**src/rtl/raster_timing_pkg.sv**
```systemverilog
package raster_timing_pkg;
  parameter int HW  = 12;
  parameter int VW  = 12;
  parameter int DW  = 32;
  parameter int AW  = 4;
  parameter int FCW = 24;
  parameter int TSW = 32;
  parameter int PXW = HW + VW;

  typedef struct packed {
    logic [HW-1:0] hact;
    logic [HW-1:0] hss;
    logic [HW-1:0] hse;
    logic [HW-1:0] htot;
    logic [VW-1:0] vact;
    logic [VW-1:0] vss;
    logic [VW-1:0] vse;
    logic [VW-1:0] vtot;
    logic [1:0]    fs_dly;
    logic          lag2;
  } timing_t;

  typedef enum logic [AW-1:0] {
    A_HACT = 4'd0, A_HSS = 4'd1, A_HSE = 4'd2, A_HTOT = 4'd3,
    A_VACT = 4'd4, A_VSS = 4'd5, A_VSE = 4'd6, A_VTOT = 4'd7,
    A_CTRL = 4'd8, A_SCAN = 4'd9, A_PIX = 4'd10, A_FRM = 4'd11,
    A_TSF  = 4'd12, A_TS = 4'd13
  } reg_addr_e;
endpackage

```
**src/rtl/rtg_regs.sv**
```systemverilog
module rtg_regs
  import raster_timing_pkg::*;
#(
  parameter timing_t DEF = '0
) (
  input  logic          clk_i,
  input  logic          rst_ni,
  input  logic          we_i,
  input  logic [AW-1:0] waddr_i,
  input  logic [DW-1:0] wdata_i,
  input  logic          latch_i,
  output timing_t       shadow_o,
  output timing_t       active_o
);
  timing_t sh_q, act_q;

  always_ff @(posedge clk_i or negedge rst_ni) begin
    if (!rst_ni) begin
      sh_q <= DEF;
    end else if (we_i) begin
      case (waddr_i)
        A_HACT: sh_q.hact <= wdata_i[HW-1:0];
        A_HSS:  sh_q.hss  <= wdata_i[HW-1:0];
        A_HSE:  sh_q.hse  <= wdata_i[HW-1:0];
        A_HTOT: sh_q.htot <= wdata_i[HW-1:0];
        A_VACT: sh_q.vact <= wdata_i[VW-1:0];
        A_VSS:  sh_q.vss  <= wdata_i[VW-1:0];
        A_VSE:  sh_q.vse  <= wdata_i[VW-1:0];
        A_VTOT: sh_q.vtot <= wdata_i[VW-1:0];
        A_CTRL: begin
          sh_q.fs_dly <= wdata_i[1:0];
          sh_q.lag2   <= wdata_i[2];
        end
        default: ;
      endcase
    end
  end

  // reset loads the active set directly; otherwise only the vblank latch
  always_ff @(posedge clk_i or negedge rst_ni) begin
    if (!rst_ni)      act_q <= DEF;
    else if (latch_i) act_q <= sh_q;
  end

  assign shadow_o = sh_q;
  assign active_o = act_q;


  active_hold_chk: assert property (@(posedge clk_i) disable iff (!rst_ni)
    !$past(latch_i) |-> $stable(act_q));
endmodule

```
**src/rtl/rtg_raster.sv**
```systemverilog
module rtg_raster
  import raster_timing_pkg::*;
(
  input  logic          clk_i,
  input  logic          rst_ni,
  input  timing_t       act_i,
  output logic [HW-1:0] hpos_o,
  output logic [VW-1:0] vpos_o,
  output logic          hs_hit_o,
  output logic          vbl_hit_o,
  output logic          frame_end_o,
  output logic          hblank_o,
  output logic          hsync_o,
  output logic          vblank_o,
  output logic          vsync_o,
  output logic          ev_vblank_o,
  output logic          ev_frame_o,
  output logic          ev_vsync_o
);
  logic [HW-1:0] h_q;
  logic [VW-1:0] v_q;
  logic          line_end, fs_hit, vs_hit;

  assign line_end    = h_q >= act_i.htot - HW'(1);
  assign frame_end_o = line_end && (v_q >= act_i.vtot - VW'(1));
  assign hs_hit_o    = h_q == act_i.hss;
  assign vbl_hit_o   = hs_hit_o && (v_q == act_i.vact - VW'(1));
  assign vs_hit      = hs_hit_o && (v_q == act_i.vss);
  assign fs_hit      = (h_q == act_i.hact) && (v_q == act_i.vact + VW'(act_i.fs_dly));

  always_ff @(posedge clk_i or negedge rst_ni) begin
    if (!rst_ni) begin
      h_q <= '0;
      v_q <= '0;
    end else if (line_end) begin
      h_q <= '0;
      v_q <= frame_end_o ? '0 : v_q + VW'(1);
    end else begin
      h_q <= h_q + HW'(1);
    end
  end

  always_ff @(posedge clk_i or negedge rst_ni) begin
    if (!rst_ni) begin
      hblank_o    <= 1'b0;
      hsync_o     <= 1'b0;
      vblank_o    <= 1'b0;
      vsync_o     <= 1'b0;
      ev_vblank_o <= 1'b0;
      ev_frame_o  <= 1'b0;
      ev_vsync_o  <= 1'b0;
    end else begin
      hblank_o    <= h_q >= act_i.hact;
      hsync_o     <= (h_q >= act_i.hss) && (h_q < act_i.hse);
      ev_vblank_o <= vbl_hit_o;
      ev_frame_o  <= fs_hit;
      ev_vsync_o  <= vs_hit;
      // vertical state moves only on the hsync leading edge
      if (vbl_hit_o)                                  vblank_o <= 1'b1;
      else if (hs_hit_o && v_q == act_i.vtot - VW'(1)) vblank_o <= 1'b0;
      if (vs_hit)                                     vsync_o  <= 1'b1;
      else if (hs_hit_o && v_q == act_i.vse)          vsync_o  <= 1'b0;
    end
  end

  assign hpos_o = h_q;
  assign vpos_o = v_q;


  vbl_pulse_chk: assert property (@(posedge clk_i) disable iff (!rst_ni)
    ev_vblank_o |=> !ev_vblank_o);

  vs_level_chk: assert property (@(posedge clk_i) disable iff (!rst_ni)
    ev_vsync_o |-> vsync_o);

  vblank_edge_chk: assert property (@(posedge clk_i) disable iff (!rst_ni)
    !$stable(vblank_o) |-> $past(hs_hit_o));
endmodule

```
**src/rtl/rtg_counters.sv**
```systemverilog
module rtg_counters
  import raster_timing_pkg::*;
#(
  parameter logic [VW-1:0] SCAN_RST = '0
) (
  input  logic          clk_i,
  input  logic          rst_ni,
  input  timing_t       act_i,
  input  timing_t       shadow_i,
  input  logic [VW-1:0] vpos_i,
  input  logic          hs_hit_i,
  input  logic          vbl_hit_i,
  input  logic          frame_end_i,
  input  logic          rd_en_i,
  input  logic [AW-1:0] rd_addr_i,
  output logic [DW-1:0] rd_data_o
);
  logic [VW-1:0]  scan_q, scan_nx, lagv;
  logic [PXW-1:0] pix_q;
  logic [FCW-1:0] frame_q, frame_hold_q;
  logic [TSW-1:0] ts_q, ts_frame_q;
  logic [DW-1:0]  rd_d;

  assign lagv    = VW'(act_i.lag2);
  assign scan_nx = (vpos_i >= lagv) ? vpos_i - lagv : vpos_i + act_i.vtot - lagv;

  always_ff @(posedge clk_i or negedge rst_ni) begin
    if (!rst_ni) begin
      scan_q     <= SCAN_RST;
      pix_q      <= '0;
      frame_q    <= '0;
      ts_q       <= '0;
      ts_frame_q <= '0;
    end else begin
      ts_q  <= ts_q + TSW'(1);
      pix_q <= frame_end_i ? '0 : pix_q + PXW'(1);
      if (hs_hit_i) scan_q <= scan_nx;
      if (vbl_hit_i) begin
        frame_q    <= frame_q + FCW'(1);
        ts_frame_q <= ts_q;
      end
    end
  end

  always_comb begin
    rd_d = '0;
    case (rd_addr_i)
      A_HACT: rd_d = DW'(shadow_i.hact);
      A_HSS:  rd_d = DW'(shadow_i.hss);
      A_HSE:  rd_d = DW'(shadow_i.hse);
      A_HTOT: rd_d = DW'(shadow_i.htot);
      A_VACT: rd_d = DW'(shadow_i.vact);
      A_VSS:  rd_d = DW'(shadow_i.vss);
      A_VSE:  rd_d = DW'(shadow_i.vse);
      A_VTOT: rd_d = DW'(shadow_i.vtot);
      A_CTRL: rd_d = DW'({shadow_i.lag2, shadow_i.fs_dly});
      A_SCAN: rd_d = DW'(scan_q);
      A_PIX:  rd_d = DW'(pix_q);
      A_FRM:  rd_d = DW'(frame_hold_q);
      A_TSF:  rd_d = DW'(ts_frame_q);
      A_TS:   rd_d = DW'(ts_q);
      default: rd_d = '0;
    endcase
  end

  always_ff @(posedge clk_i or negedge rst_ni) begin
    if (!rst_ni) begin
      rd_data_o    <= '0;
      frame_hold_q <= '0;
    end else if (rd_en_i) begin
      rd_data_o <= rd_d;
      if (rd_addr_i == A_PIX) frame_hold_q <= frame_q;
    end
  end


  scan_hs_chk: assert property (@(posedge clk_i) disable iff (!rst_ni)
    !$stable(scan_q) |-> $past(hs_hit_i));

  frame_step_chk: assert property (@(posedge clk_i) disable iff (!rst_ni)
    !$stable(frame_q) |-> $past(vbl_hit_i) && (frame_q == $past(frame_q) + FCW'(1)));

  ts_cap_chk: assert property (@(posedge clk_i) disable iff (!rst_ni)
    $past(vbl_hit_i) |-> ts_frame_q == ts_q - TSW'(1));

  rd_hold_chk: assert property (@(posedge clk_i) disable iff (!rst_ni)
    !$past(rd_en_i) |-> $stable(rd_data_o));
endmodule

```
**src/rtl/raster_timing_gen.sv**
```systemverilog
module raster_timing_gen
  import raster_timing_pkg::*;
#(
  parameter int DEF_HACT = 16,
  parameter int DEF_HSS  = 18,
  parameter int DEF_HSE  = 20,
  parameter int DEF_HTOT = 24,
  parameter int DEF_VACT = 6,
  parameter int DEF_VSS  = 7,
  parameter int DEF_VSE  = 8,
  parameter int DEF_VTOT = 10
) (
  input  logic          clk_i,
  input  logic          rst_ni,
  input  logic          wr_en_i,
  input  logic [3:0]    wr_addr_i,
  input  logic [31:0]   wr_data_i,
  input  logic          rd_en_i,
  input  logic [3:0]    rd_addr_i,
  output logic [31:0]   rd_data_o,
  output logic          hblank_o,
  output logic          hsync_o,
  output logic          vblank_o,
  output logic          vsync_o,
  output logic          ev_vblank_o,
  output logic          ev_frame_o,
  output logic          ev_vsync_o
);
  localparam timing_t DEF_T = '{
    hact: HW'(DEF_HACT), hss: HW'(DEF_HSS), hse: HW'(DEF_HSE), htot: HW'(DEF_HTOT),
    vact: VW'(DEF_VACT), vss: VW'(DEF_VSS), vse: VW'(DEF_VSE), vtot: VW'(DEF_VTOT),
    fs_dly: 2'd0, lag2: 1'b0};
  localparam logic [VW-1:0] SCAN_RST = VW'(DEF_VTOT - 1);

  timing_t       shadow, active;
  logic [HW-1:0] hpos;
  logic [VW-1:0] vpos;
  logic          hs_hit, vbl_hit, frame_end;

  rtg_regs #(.DEF(DEF_T)) u_regs (
    .clk_i, .rst_ni,
    .we_i(wr_en_i), .waddr_i(wr_addr_i), .wdata_i(wr_data_i),
    .latch_i(vbl_hit), .shadow_o(shadow), .active_o(active)
  );

  rtg_raster u_raster (
    .clk_i, .rst_ni, .act_i(active),
    .hpos_o(hpos), .vpos_o(vpos),
    .hs_hit_o(hs_hit), .vbl_hit_o(vbl_hit), .frame_end_o(frame_end),
    .hblank_o, .hsync_o, .vblank_o, .vsync_o,
    .ev_vblank_o, .ev_frame_o, .ev_vsync_o
  );

  rtg_counters #(.SCAN_RST(SCAN_RST)) u_cnt (
    .clk_i, .rst_ni, .act_i(active), .shadow_i(shadow),
    .vpos_i(vpos), .hs_hit_i(hs_hit), .vbl_hit_i(vbl_hit), .frame_end_i(frame_end),
    .rd_en_i, .rd_addr_i, .rd_data_o
  );

  logic unused_hpos;
  assign unused_hpos = ^hpos;
endmodule

```
**config.mk**
```make
export PLATFORM = sky130hd
export DESIGN_NAME = raster_timing_gen
export DESIGN_NICKNAME = d
export VERILOG_FILES = /design/src/rtl/raster_timing_pkg.sv /design/src/rtl/rtg_regs.sv /design/src/rtl/rtg_raster.sv /design/src/rtl/rtg_counters.sv /design/src/rtl/raster_timing_gen.sv
export SDC_FILE = /design/constraint.sdc
export NUM_CORES = 1
export LEC_CHECK = 0
export ABC_AREA = 1
export BUFFER_PORTS_ARGS = -buffer_cell sky130_fd_sc_hd__buf_2
export CAP_MARGIN = 20
export CORE_MARGIN = 2
export CORE_UTILIZATION = 35
export CTS_CLUSTER_SIZE = 30
export DETAILED_ROUTE_END_ITERATION = 8
export GPL_ROUTABILITY_DRIVEN = 0
export PLACE_DENSITY = 0.56
export RECOVER_POWER = 50
export SYNTH_ARGS = -nofsm -noshare
export SYNTH_HDL_FRONTEND = slang
export SYNTH_SLANG_ARGS = --single-unit
```
**constraint.sdc**
```tcl
create_clock -name clk_i -period 4.89 [get_ports clk_i]
set_input_delay 0.2445 -clock clk_i [delete_from_list [all_inputs] [get_ports clk_i]]
set_output_delay 0.2445 -clock clk_i [all_outputs]
set_load 0.05 [all_outputs]
```
After elaboration in Yosys (flattened, before gate mapping)
Index checks and enable logic that the tools add are counted.
Storage, ports and cells
  register bits after elaboration: 409
  input bits: 44
Operators by class
  muxes and demuxes: 9
  $lt $le $gt $ge: 6
  add/sub/neg operators: 12
  eq/ne operators: 28
  reductions and logical operators: 21
Operators with widths (number)
  $pmux W32 S14: 1
  $eq A12 B12 Y1: 7
  $add A24 B1 Y24 const B: 2
  $ge A12 B12 Y1: 4
  $mux W12: 3
  $sub A12 B1 Y12 const B: 3
  $add A32 B1 Y32 const B: 1
  $eq A4 B3 Y1 const B: 8
  $eq A4 B4 Y1 const B: 7
  $add A12 B1 Y12 const B: 2
  $mux W24: 1
  $sub A12 B1 Y12: 2
  $reduce_and A2 Y1: 10
  $eq A4 B2 Y1 const B: 4
  $add A12 B12 Y12: 1
  $add A12 B2 Y12: 1
  $ge A12 B1 Y1: 1
  $lt A12 B12 Y1: 1
  $eq A4 B1 Y1 const B: 2
  $logic_not A4 Y1: 2
  $logic_and A1 B1 Y1: 7
  $mux W1: 4
  $reduce_bool A2 Y1: 2

Logic depth before layout (Yosys ltp)
Gate-level depths: netlist of run 1.
  word-level depth: 5
  gate-level depth with buffers: 21
  mapped depth without buffers: 20

Hierarchy
A second synthesis of run 1 with hierarchy kept.
Unflattened totals
  cells, all modules: 2883
  area, all modules: 23152.2 sq um
Modules (own cells, without submodules)
  rtg_counters: cells each 1482, times used 1, area an instance 10598.9 sq um
  rtg_regs: cells each 700, times used 1, area an instance 7903.8 sq um
  rtg_raster: cells each 701, times used 1, area an instance 4649.5 sq um

Worst setup path before layout of run 1
OpenSTA, ideal clock, no wires.
  path kind: flip-flop to flip-flop
  start point: register u_regs.act_q (netlist bit u_regs.active_o[51])
  end point: register u_cnt.pix_q[10]
  clock period less this slack: 2952 ps
  setup slack: 1938 ps
  arrival: 2821 ps
  setup time: 132 ps
  required time: 4758 ps
  cell stages (with the launch flop): 18
  path buffers: 1
  path through: dfrtp_1 > inv_1 > ha_1 > nand2_1 > or3_1 > nor2_1 > nand3_1 > xor2_1 > inv_1 > ha_1 > nand2_1 > nor2_1 > nand3b_1 > nand3_1 > nand2_1 > inv_1 > clkbuf_1 > nor2_1
Between the ends
  longest elaborated chain between the ends: 4
Ends and longest elaborated chain
  start, declared: line rtg_regs.sv:15  | timing_t sh_q, act_q;
  start signal, assigned: line rtg_regs.sv:42  | else if (latch_i) act_q <= sh_q;
  $sub A12 B1 Y12: line rtg_raster.sv:24  | assign line_end = h_q >= act_i.htot - HW'(1);
  $ge A12 B12 Y1: line rtg_raster.sv:24
  $logic_and A1 B1 Y1: line rtg_raster.sv:25  | assign frame_end_o = line_end && (v_q >= act_i.vtot - VW'(1));
  $mux W24: line rtg_counters.sv:36  | pix_q <= frame_end_i ? '0 : pix_q + PXW'(1);
  end signal, assigned: line rtg_counters.sv:36
  end, declared: line rtg_counters.sv:19  | logic [PXW-1:0] pix_q;
Every way passes these cells.
A chain may end at the register's enable or synchronous reset.

==> metrics.yaml, run 1 <==
core_region_area_um2: 64580
numCtsBuffers: 48
grt_pass1_wl_um: 109100
synth_area_um2: 22920
finalCritPeriodShare: 0.7704
end_kind: "asynchronous set/reset pin"
via_per_inst: 5.027
antenna_found_initial: 3
wl_um: 69890
start_util: 0.3549
cpPeakStageDelay_ps: 1920
num_io_pins: 83
cts-root-buf: "clkbuf_16"
synth_warnings: 0
worst_pin_slew_ps: 2900
drive_above_1_share: 0.05596
grt_pass1_vias: 18874
grt_max_degree: 132
required_ps: 5290
ys_seq_elements: 409
dp_hpwl_um: 49530
post_cts_buffers: 0
synth_cell_types: 57
grt_overflow: 0
worstSetupStartpointType: "input port"
power.ir.vdd_worst_v: 0.0002322
max_slew_margin: -0.9332
cts_tree: "done"
stdcell_area_um2: 25610
drtPass1Iterations: 6
final_nets: 3121
path_cells: "dlygate4sd3_1 -> clkbuf_2 -> clkbuf_1"
rr_worst_depth: 20
violations: "capacitance limit, slew limit"
setup_viol: 0
powerDensity_nw_per_um2: 309.3
crit_arrival_ps: 4170
synth_edf_count: 0
maxCapViolCount: 3
final_common_cell: "nand2_1"
synth_largest_area_cell: "dfrtp_1"
avgRoutedWirePerCell_um: 18.03
layout_setup_ws_ps: 1123
die_h_um: 259.9
finalMaxSlewViolations: 157
cp_max_fo: 101
dp_slack_ps: 1326
ys.flop_type: "dfrtp_1"
hold_path.class: "in2reg"
max_freq_mhz: 265.4
port_buffers: 62
finalHoldViolations: 0
synthTopCellsByArea: "dfrtp_1 41%, nand2_1 15%, nand3_1 6.3%, ha_1 5.0%, inv_1 4.8%"
detail-route-antenna-nets: 0
postPlaceCellArea_um2: 23950
tns_ps: 0
clockBufferDepth: 3
vias: 19484
clk_latency_ps: 590
drt-initial-drc-count: 1840
path_clk_slew_ps: 60
critPathSlowestCell: "clkbuf_2"
seq_area_frac_synth: 0.4483
worstSetupPathType: "in2async"
grt_usage: 0.2074
leakagePower_uw: 0.01271
clock-skew-final_ps: 19.43
synth_cells: 2954
fin_crit_ps: 3767
rows: 93
final_cell_mix: "927 x nand2_1, 377 x dfrtp_1, 293 x inv_1"
die-area_um2: 67550
syn_to_final_growth_pct: 11.73
h-tree-depth: 2
syn_avg_cell_area_um2: 7.760
async_reset_ff_frac: 1.000
fin_util: 0.3966
hold_depth: 3
rsz0062_at_grt: "no"
syn-num-nets: 3092
status: "finished, violations left"
dieWidth_um: 259.9
synth_top_cell_area_share: 0.4116
clock-sinks: 409
drcViolationCount: 0
==> Yosys cell counts, drive strengths merged (2+ instances only) <==
cell type	number
a21boi	5
a22oi	3
nor3b	5
or2	4
clkbuf	64
nor2	198
dfstp	32
nand3b	8
nand2	928
xor2	98
dfrtp	377
nand4	55
nor3	62
a21o	2
nor4	14
o31ai	2
ha	92
and2	2
o21bai	3
a21oi	64
o2111ai	12
o21ai	186
a31oi	10
clkinv	2
mux2	4
o211ai	12
a211oi	2
xnor2	37
buf	64
nand3	288
o221ai	6
fa	2
o2111a	2
inv	298
==> through the flow <==
| step | hold slack, ps | total power, uW | std cells |
|---|---|---|---|
| after floorplan | -51.09 | 4037 | 2954 |
| after global placement | 364.2 | 4318 | 3773 |
| after detailed placement | 370.2 | 4326 | 3773 |
| after CTS | 19.49 | 8004 | 3873 |
| after global routing | 40.74 | 8207 | 3876 |
| final | 53.59 | 7921 | 3876 |
==> kinds of logic (layout without fill, tap and decap cells) <==
group | count (synthesis) | after routing | synth area share
AND/OR/NAND/NOR | 1568 | 1568 | 0.2889
XOR/XNOR | 136 | 136 | 0.05257
adder cells (fa/ha/maj) | 94 | 94 | 0.05196
flip-flops | 409 | 409 | 0.4483
other | 0 | 1 | 0
buffers and inverters | 428 | 494 | 0.07942
AO/OA/AOI/OAI | 315 | 315 | 0.07691
multiplexers | 4 | 4 | 0.001965
==> power by group <==
group / internal (uW) / total [uW] / leakage (uW) / switching (uW)
clock network: 2150 / 3640 / 0.000769 / 1500
logic: 130 / 501 / 0.00653 / 371
registers: 3600 / 3780 / 0.00541 / 178
==> worst paths after layout <==
path	startpoint	endpoint	slack (ps)
min in group asynchronous	rst_ni	u_raster.hpos_o[11]	1090
worst min-delay path	rd_en_i	u_cnt.rd_data_o[9]	50
worst max register to register	u_regs.active_o[5]	u_cnt.pix_q[7]	1340
max in group clk_i	u_regs.active_o[5]	u_cnt.pix_q[7]	1340
worst max-delay path	rst_ni	u_cnt.frame_hold_q[19]	1120
worst min register to register	u_regs.active_o[65]	u_regs.active_o[65]	460
==> metal layers <==
layer / share of wire / track usage / up-vias
li1: - / - / 9618
met1: 0.46 / 0.2921 / 9248
met2: 0.45 / 0.3257 / 509
met3: 0.059 / 0.03343 / 103
met4: 0.029 / 0.06481 / 6
met5: 0.00063 / 0 / -
==> registers in the layout, summed over array words and instances, names as in the netlist, 12 cells and up <==
| name | count |
|---|---|
| u_regs.active_o | 99 |
| u_regs.shadow_o | 99 |
| u_cnt.rd_data_o | 32 |
| u_cnt.ts_frame_q | 32 |
| u_cnt.ts_q | 32 |
| u_cnt.frame_hold_q | 24 |
| u_cnt.frame_q | 24 |
| u_cnt.pix_q | 24 |
| u_cnt.scan_q | 12 |
| u_raster.hpos_o | 12 |
| u_raster.vpos_o | 12 |
==> layout make-up <==
class                           instances  area (um2)
Antenna cell                            1       2.502
Clock buffer                           71        1400
Timing Repair Buffer                  107       684.4
Inverter                              300        1130
Fill cell                            6810       38970
Sequential cell                       409       10270
Multi-Input combinational cell       2117       10860
Clock inverter                         16       188.9
Tap cell                              855        1070
==> timing repair <==
item                                   in CTS  in global routing
endpoints found under the hold margin     109                  0
hold buffers                               13                  0
gates resized for setup                     0                  0
setup endpoints to repair                   0                  0
==> critical path: cells and delay by family <==
family                 cells  cell delay, ps
buffers and inverters      3            3710
Power figures use the tool's default switching activity.
==> run 2, diff against run 1 <==
--- a/config.mk
+++ b/config.mk
@@ -5,7 +5,7 @@
 export SDC_FILE = /design/constraint.sdc
 export NUM_CORES = 1
 export LEC_CHECK = 0
-export ABC_AREA = 1
+export ABC_AREA = 0
 export BUFFER_PORTS_ARGS = -buffer_cell sky130_fd_sc_hd__buf_2
 export CAP_MARGIN = 20
 export CORE_MARGIN = 2
==> constraint.sdc (replaced) <==
create_clock -name clk_i -period 3.6 [get_ports clk_i]
set_input_delay 0.18 -clock clk_i [delete_from_list [all_inputs] [get_ports clk_i]]
set_output_delay 0.18 -clock clk_i [all_outputs]
set_load 0.05 [all_outputs]
==> run 2 against run 1 <==
The run still ends with capacitance limit, slew limit left; non-clock buffer count up 19; core utilization up 0.65 points; final area fell by 5.6%; critical endpoint is now u_raster.vpos_o[8]; highest routed layer is now met4.
==> metrics.yaml, run 2 <==
status: "finished, violations left"
violations: "capacitance limit, slew limit"
dp_slack_ps: 40.85  # -1285 ps
post_cts_buffers: 0  # unchanged
clk_latency_ps: 590  # about the same
seq_area_frac_synth: 0.4870  # +0.03876
h-tree-depth: 2  # unchanged
synth_cell_types: 66  # +16%
port_buffers: 62  # unchanged
grt_max_degree: 109  # -17%
syn_avg_cell_area_um2: 11.15  # +44%
worst_pin_slew_ps: 2933  # +33.46 ps
finalMaxSlewViolations: 107  # -32%
cts_tree: "done"
final_common_cell: "dfrtp_1"
drt-initial-drc-count: 1255  # -32%
layout_setup_ws_ps: 204.9  # -917.7 ps
vias: 15074  # -23%
drcViolationCount: 0  # unchanged
clock-skew-final_ps: 23.79  # +4.356 ps
ys_seq_elements: 409  # unchanged
hold_depth: 2  # -1
maxCapViolCount: 1  # -2
dp_hpwl_um: 44510  # -10%
worstSetupPathType: "reg2reg"
synthTopCellsByCount: "377 x dfrtp_1, 211 x mux2_2, 133 x inv_1"
synth_warnings: 0  # unchanged
num_io_pins: 83  # unchanged
async_reset_ff_frac: 1.000  # unchanged
numCtsBuffers: 46  # -4.2%
regToRegSetupSlack_ps: 200  # -1140 ps
grt_pass1_wl_um: 94300  # -14%
wl_um: 61250  # -12%
drive_above_1_share: 0.2173  # +0.1613
syn_to_final_growth_pct: 14.65
n_antenna_cell: 0  # -1
powerDensity_nw_per_um2: 452.4  # +46%
crit_arrival_ps: 3890  # -280 ps
finalCritPeriodShare: 0.9431
clockBufferDepth: 3  # unchanged
leakagePower_uw: 0.01134  # -11%
power.ir.vdd_worst_v: 0.0002920  # +26%
yosysMostFrequentCell: "dfrtp_1"
final_cell_mix: "377 x dfrtp_1, 211 x mux2_2, 133 x inv_1"
hold_path.class: "in2reg"
synth_edf_count: 0  # unchanged
final_nets: 2119  # -32%
tns_ps: 0  # unchanged
setup_viol: 0  # unchanged
clock-sinks: 409  # unchanged
rows: 90  # -3.2%
avgRoutedWirePerCell_um: 21.89  # +21%
required_ps: 4100  # -1190 ps
finalHoldViolations: 0  # unchanged
via_per_inst: 5.387  # +7.2%
detail-route-antenna-nets: 0  # unchanged
synth_cells: 1892  # -36%
rsz0062_at_grt: "no"
n_fill_cell: 5668  # -17%
max_freq_mhz: 294.5
synth_largest_area_cell: "dfrtp_1"
max_slew_margin: -0.9555  # -0.02231
synthTopCellsByArea: "dfrtp_1 45%, mux2_2 11%, ha_1 5.5%, xnor2_1 4.2%, dfstp_2 4.0%"
end_kind: "register"
syn-num-nets: 2030  # -34%
path_clk_slew_ps: 60  # about the same
synth_area_um2: 21100  # -8.0%
grt_overflow: 0  # unchanged
worstSetupStartpointType: "register"
fin_crit_ps: 3395
die_h_um: 249.5  # -4.0%
synth_top_cell_area_share: 0.4472  # +0.03559
grt_usage: 0.1977  # -0.009681
drtPass1Iterations: 6  # unchanged
die-area_um2: 62260  # -7.8%
grt_pass1_vias: 15326  # -19%
start_util: 0.3515  # -0.003424
cp_max_fo: 7  # -93%
antenna_found_initial: 0  # -3
core_region_area_um2: 60020  # -7.1%
ys.flop_type: "dfrtp_1"
cts-root-buf: "clkbuf_16"
dieWidth_um: 249.5  # -4.0%
rr_worst_depth: 14  # -30%
run 2: cell count changes after synthesis, moves of 75 or more:
cell,change
o21ai_0,-142
nor2_1,-75
nand2_1,-835
inv_1,-160
mux2_2,+207
nand3_1,-226
run 2: logic make-up after synthesis:
| kind of cell | synth area share |
|---|---|
| compound gates | 0.09174 |
| xor+xnor | 0.07265 |
| fa+ha+maj | 0.05646 |
| buf+inv | 0.04116 |
| flops | 0.4870 |
| mux | 0.1406 |
| simple gates | 0.1104 |
run 2: timing repair:
action,in CTS,in global routing
hold buffers,2,0
endpoints found under the hold margin,100,0
gates resized for setup,0,3
endpoints found under the setup margin,0,10
run 2: worst max-delay path, stage by stage (launching register included):
cell      delay, ps
dfrtp_1         410
nor4_2          320
nand2_1         140
nor4_1          320
xnor2_1         190
ha_1            270
a21o_1          160
a211o_1         320
a211o_1         270
a21oi_1         120
buf_4           200
nor2_1          120
buf_4           180
a21boi_0        120
o22ai_1         160
run 2: area by class of cell:
cell class	count	area [um2]	share of cell area
clock buffer	62	1292	0.05343
clock inverter	21	302.8	0.01252
inverter	135	506.7	0.02095
multi-input combinational	1263	9985	0.4128
sequential	409	10270	0.4248
tap	782	978.4	0.04045
timing repair buffer	126	849.6	0.03512
run 2: report_power, final:
group	total (uW)	switching [uW]	internal, uW
Clock	4990	1960	3030
Sequential	5250	337	4910
Combinational	710	421	289
Total	10900	2720	8220
run 2: final timing paths:
path                                          start                  end
worst max register to register  u_regs.active_o[56]   u_raster.vpos_o[8]
max in group asynchronous                    rst_ni  u_regs.active_o[42]
worst min-delay path                   wr_data_i[0]  u_regs.shadow_o[63]
worst max-delay path            u_regs.active_o[56]   u_raster.vpos_o[8]
min in group asynchronous                    rst_ni  u_cnt.rd_data_o[28]
worst min register to register    u_cnt.frame_q[23]    u_cnt.frame_q[23]
run 2: metrics by stage:
step	hold WS, ps	util	total power (uW)	instances	area (um2)
3_5_place_dp	313.1	0.3771	6036	2713	22640
2_1_floorplan	-115.6	-	5566	1892	21100
4_1_cts	8.536	0.4040	11060	2798	24250
5_1_grt	20.81	0.4030	11330	2798	24190
3_3_place_gp	305.5	0.3771	6009	2713	22640
6_report	40.89	0.4030	10940	2798	24190
run 2: layer usage:
| layer | wire [um] | share of wire | GRT usage | vias up |
|---|---|---|---|---|
| met5 | 0 | 0 | 0 | - |
| met4 | 2281 | 0.037 | 0.07281 | 0 |
| met3 | 3263 | 0.053 | 0.03703 | 125 |
| met2 | 28390 | 0.46 | 0.3196 | 395 |
| met1 | 27310 | 0.45 | 0.2644 | 7626 |
| li1 | - | - | - | 6928 |
==> run 3, diff against run 2 <==
==> constraint.sdc (replaced) <==
create_clock -name clk_i -period 3.6 [get_ports clk_i]
set_input_delay 0.72 -clock clk_i [delete_from_list [all_inputs] [get_ports clk_i]]
set_output_delay 0.72 -clock clk_i [all_outputs]
set_load 0.05 [all_outputs]
==> run 3 against run 2 <==
Final cell count increased by 0.36%; worst hold slack improved by 440 ps; the flow still finishes with violations (capacitance limit, slew limit); first-iteration DRC count decreased by 6.6%.
==> metrics.yaml, run 3 (synthesis results as in run 2) <==
grt_max_degree: 85  # -22%
fin_crit_ps: 3329  # -66.27 ps
pwr-share-comb: 0.064  # about the same
grt_usage: 0.1981  # +0.0004262
clock-skew-final_ps: 27.61  # +3.824 ps
core_region_area_um2: 60020  # unchanged
worst_pin_slew_ps: 1927  # -1006 ps
finalHoldViolations: 0  # unchanged
finalMaxSlewViolations: 74  # -31%
worstSetupPathType: "reg2reg"
grt_pass1_wl_um: 95080  # +0.83%
pwr-share-clk: 0.460  # +0.004
setup_viol: 0  # unchanged
maxCapViolCount: 1  # unchanged
drt-initial-drc-count: 1172  # -6.6%
vias: 15267  # +1.3%
violations: "capacitance limit, slew limit"
critPathSlowestCell: "dfrtp_1"
grt_overflow: 0  # unchanged
drtPass1Iterations: 5  # -1
dieWidth_um: 249.5  # unchanged
crit_arrival_ps: 3820  # -70 ps
hold_path.class: "reg2reg"
path_clk_slew_ps: 60  # about the same
crit_buf_inv: 2  # unchanged
port_buffers: 62  # unchanged
finalCritPeriodShare: 0.9247  # -0.01841
grt_pass1_vias: 15350  # +0.16%
cts_tree: "done"
clock-sinks: 409  # unchanged
h-tree-depth: 2  # unchanged
worstSetupStartpointType: "register"
die_h_um: 249.5  # unchanged
tns_ps: 0  # unchanged
avgRoutedWirePerCell_um: 21.77  # -0.54%
switching_share: 0.2486  # about the same
numCtsBuffers: 46  # unchanged
power.ir.vdd_worst_v: 0.0003157  # +8.1%
rsz0062_at_grt: "no"
postPlaceCellArea_um2: 22720  # +0.36%
num_io_pins: 83  # unchanged
n_fill_cell: 5743  # +1.3%
dp_slack_ps: 27.59  # -13.26 ps
clk_latency_ps: 580  # about the same
dp_hpwl_um: 44430  # -0.19%
leakagePower_uw: 0.01147  # +1.2%
syn_to_final_growth_pct: 15.23
final_nets: 2129  # +0.47%
antenna_found_initial: 0  # unchanged
max_slew_margin: -0.2848  # +0.6707
final_cell_mix: "377 x dfrtp_1, 211 x mux2_2, 133 x inv_1"
cp_max_fo: 10  # +3
drcViolationCount: 0  # unchanged
max_freq_mhz: 300.4  # +2.0%
rows: 90  # unchanged
post_cts_buffers: 0  # unchanged
wl_um: 61140  # -0.19%
seqPwrFrac: 0.476  # -0.004
path_cells: "nor4_2 -> nand2_1 -> nor4_1 -> xnor2_1 -> ha_1 -> a21o_1 -> a211o_1 -> a211o_1 -> a21oi_1 -> buf_4 -> nor2_1 -> buf_4 -> a21boi_0 -> o22ai_1"
p_switching_uw: 2741  # +0.83%
status: "finished, violations left"
critPathTopFamily: "compound AO/OA/AOI/OAI gates"
final_common_cell: "dfrtp_1"
cts-root-buf: "clkbuf_16"
hold_ws_ps: 483.7  # +442.8 ps
powerDensity_nw_per_um2: 453.6  # +0.26%
end_kind: "register"
clockBufferDepth: 3  # unchanged
drive_above_1_share: 0.2340  # +0.01670
power.internal_uw: 8285  # +0.74%
start_util: 0.3515  # unchanged
detail-route-antenna-nets: 0  # unchanged
via_per_inst: 5.437  # +0.92%
n_antenna_cell: 0  # unchanged
layout_setup_ws_ps: 271.1  # +66.27 ps
fin_util: 0.4050  # +0.002022
die-area_um2: 62260  # unchanged
stdcell_area_um2: 24310  # +0.50%
required_ps: 4090  # about the same
cpPeakStageDelay_ps: 400  # about the same
run 3: cell types whose count changed in the layout (fill, tap and decap cells not counted), moves of 4 or more:
cell	before	now
clkbuf_1	32	13
buf_4	48	62
clkinv_2	7	2
buf_2	43	59
clkbuf_4	0	4
clkbuf_8	6	12
run 3: routing by layer:
metal	global-route usage	vias to the layer above	part of all wire
met1	0.2739	7811	0.45
li1	-	6948	-
met4	0.06747	0	0.033
met2	0.3219	398	0.47
met5	0	-	0
met3	0.02441	110	0.046
run 3: worst register-to-register path, stage by stage, from the launching register on:
cell	delay [ps]
dfrtp_1	400
nor4_2	310
nand2_1	140
nor4_1	270
xnor2_1	180
ha_1	270
a21o_1	160
a211o_1	300
a211o_1	270
a21oi_1	140
buf_4	210
nor2_1	120
buf_4	190
a21boi_0	130
o22ai_1	160
run 3: cell type report:
cell class / count / area, um2 / area share
sequential: 409 / 10270 / 0.4226
multi-input combinational: 1263 / 10000 / 0.4114
clock buffer: 70 / 1425 / 0.05862
timing repair buffer: 136 / 915.9 / 0.03767
tap: 782 / 978.4 / 0.04025
clock inverter: 13 / 209.0 / 0.008595
inverter: 135 / 506.7 / 0.02084
run 3: final timing paths:
check | start | to | slack (ps) | cells past startpoint
hold / removal | u_raster.vsync_o | u_raster.vsync_o | 480 | 1
max in group asynchronous | rst_ni | u_regs.shadow_o[42] | 720 | 2
hold reg to reg | u_raster.vsync_o | u_raster.vsync_o | 480 | 1
min in group asynchronous | rst_ni | u_cnt.ts_frame_q[27] | 680 | 1
setup reg to reg | u_regs.active_o[56] | u_raster.vpos_o[8] | 270 | 14
setup / recovery | u_regs.active_o[56] | u_raster.vpos_o[8] | 270 | 14
run 3: power by group through the flow:
| stage | logic, uW | clock network (uW) | registers [uW] |
|---|---|---|---|
| global route | 767 | 5350 | 5270 |
| finish | 707 | 5070 | 5250 |
| floorplan | 363 | 0 | 5200 |
| global placement | 705 | 0 | 5310 |
| CTS | 724 | 5170 | 5240 |
| detailed placement | 721 | 0 | 5320 |
run 3: repair_timing:
action | in CTS | in global routing
endpoints found under the setup margin | 0 | 31
gates resized for setup | 0 | 4
hold buffers | 0 | 0
run 3: stage by stage:
| step | cells | power [uW] |
|---|---|---|
| after floorplan | 1892 | 5566 |
| after CTS | 2807 | 11130 |
| after global placement | 2724 | 6017 |
| after global routing | 2808 | 11380 |
| final | 2808 | 11030 |
| after detailed placement | 2724 | 6042 |
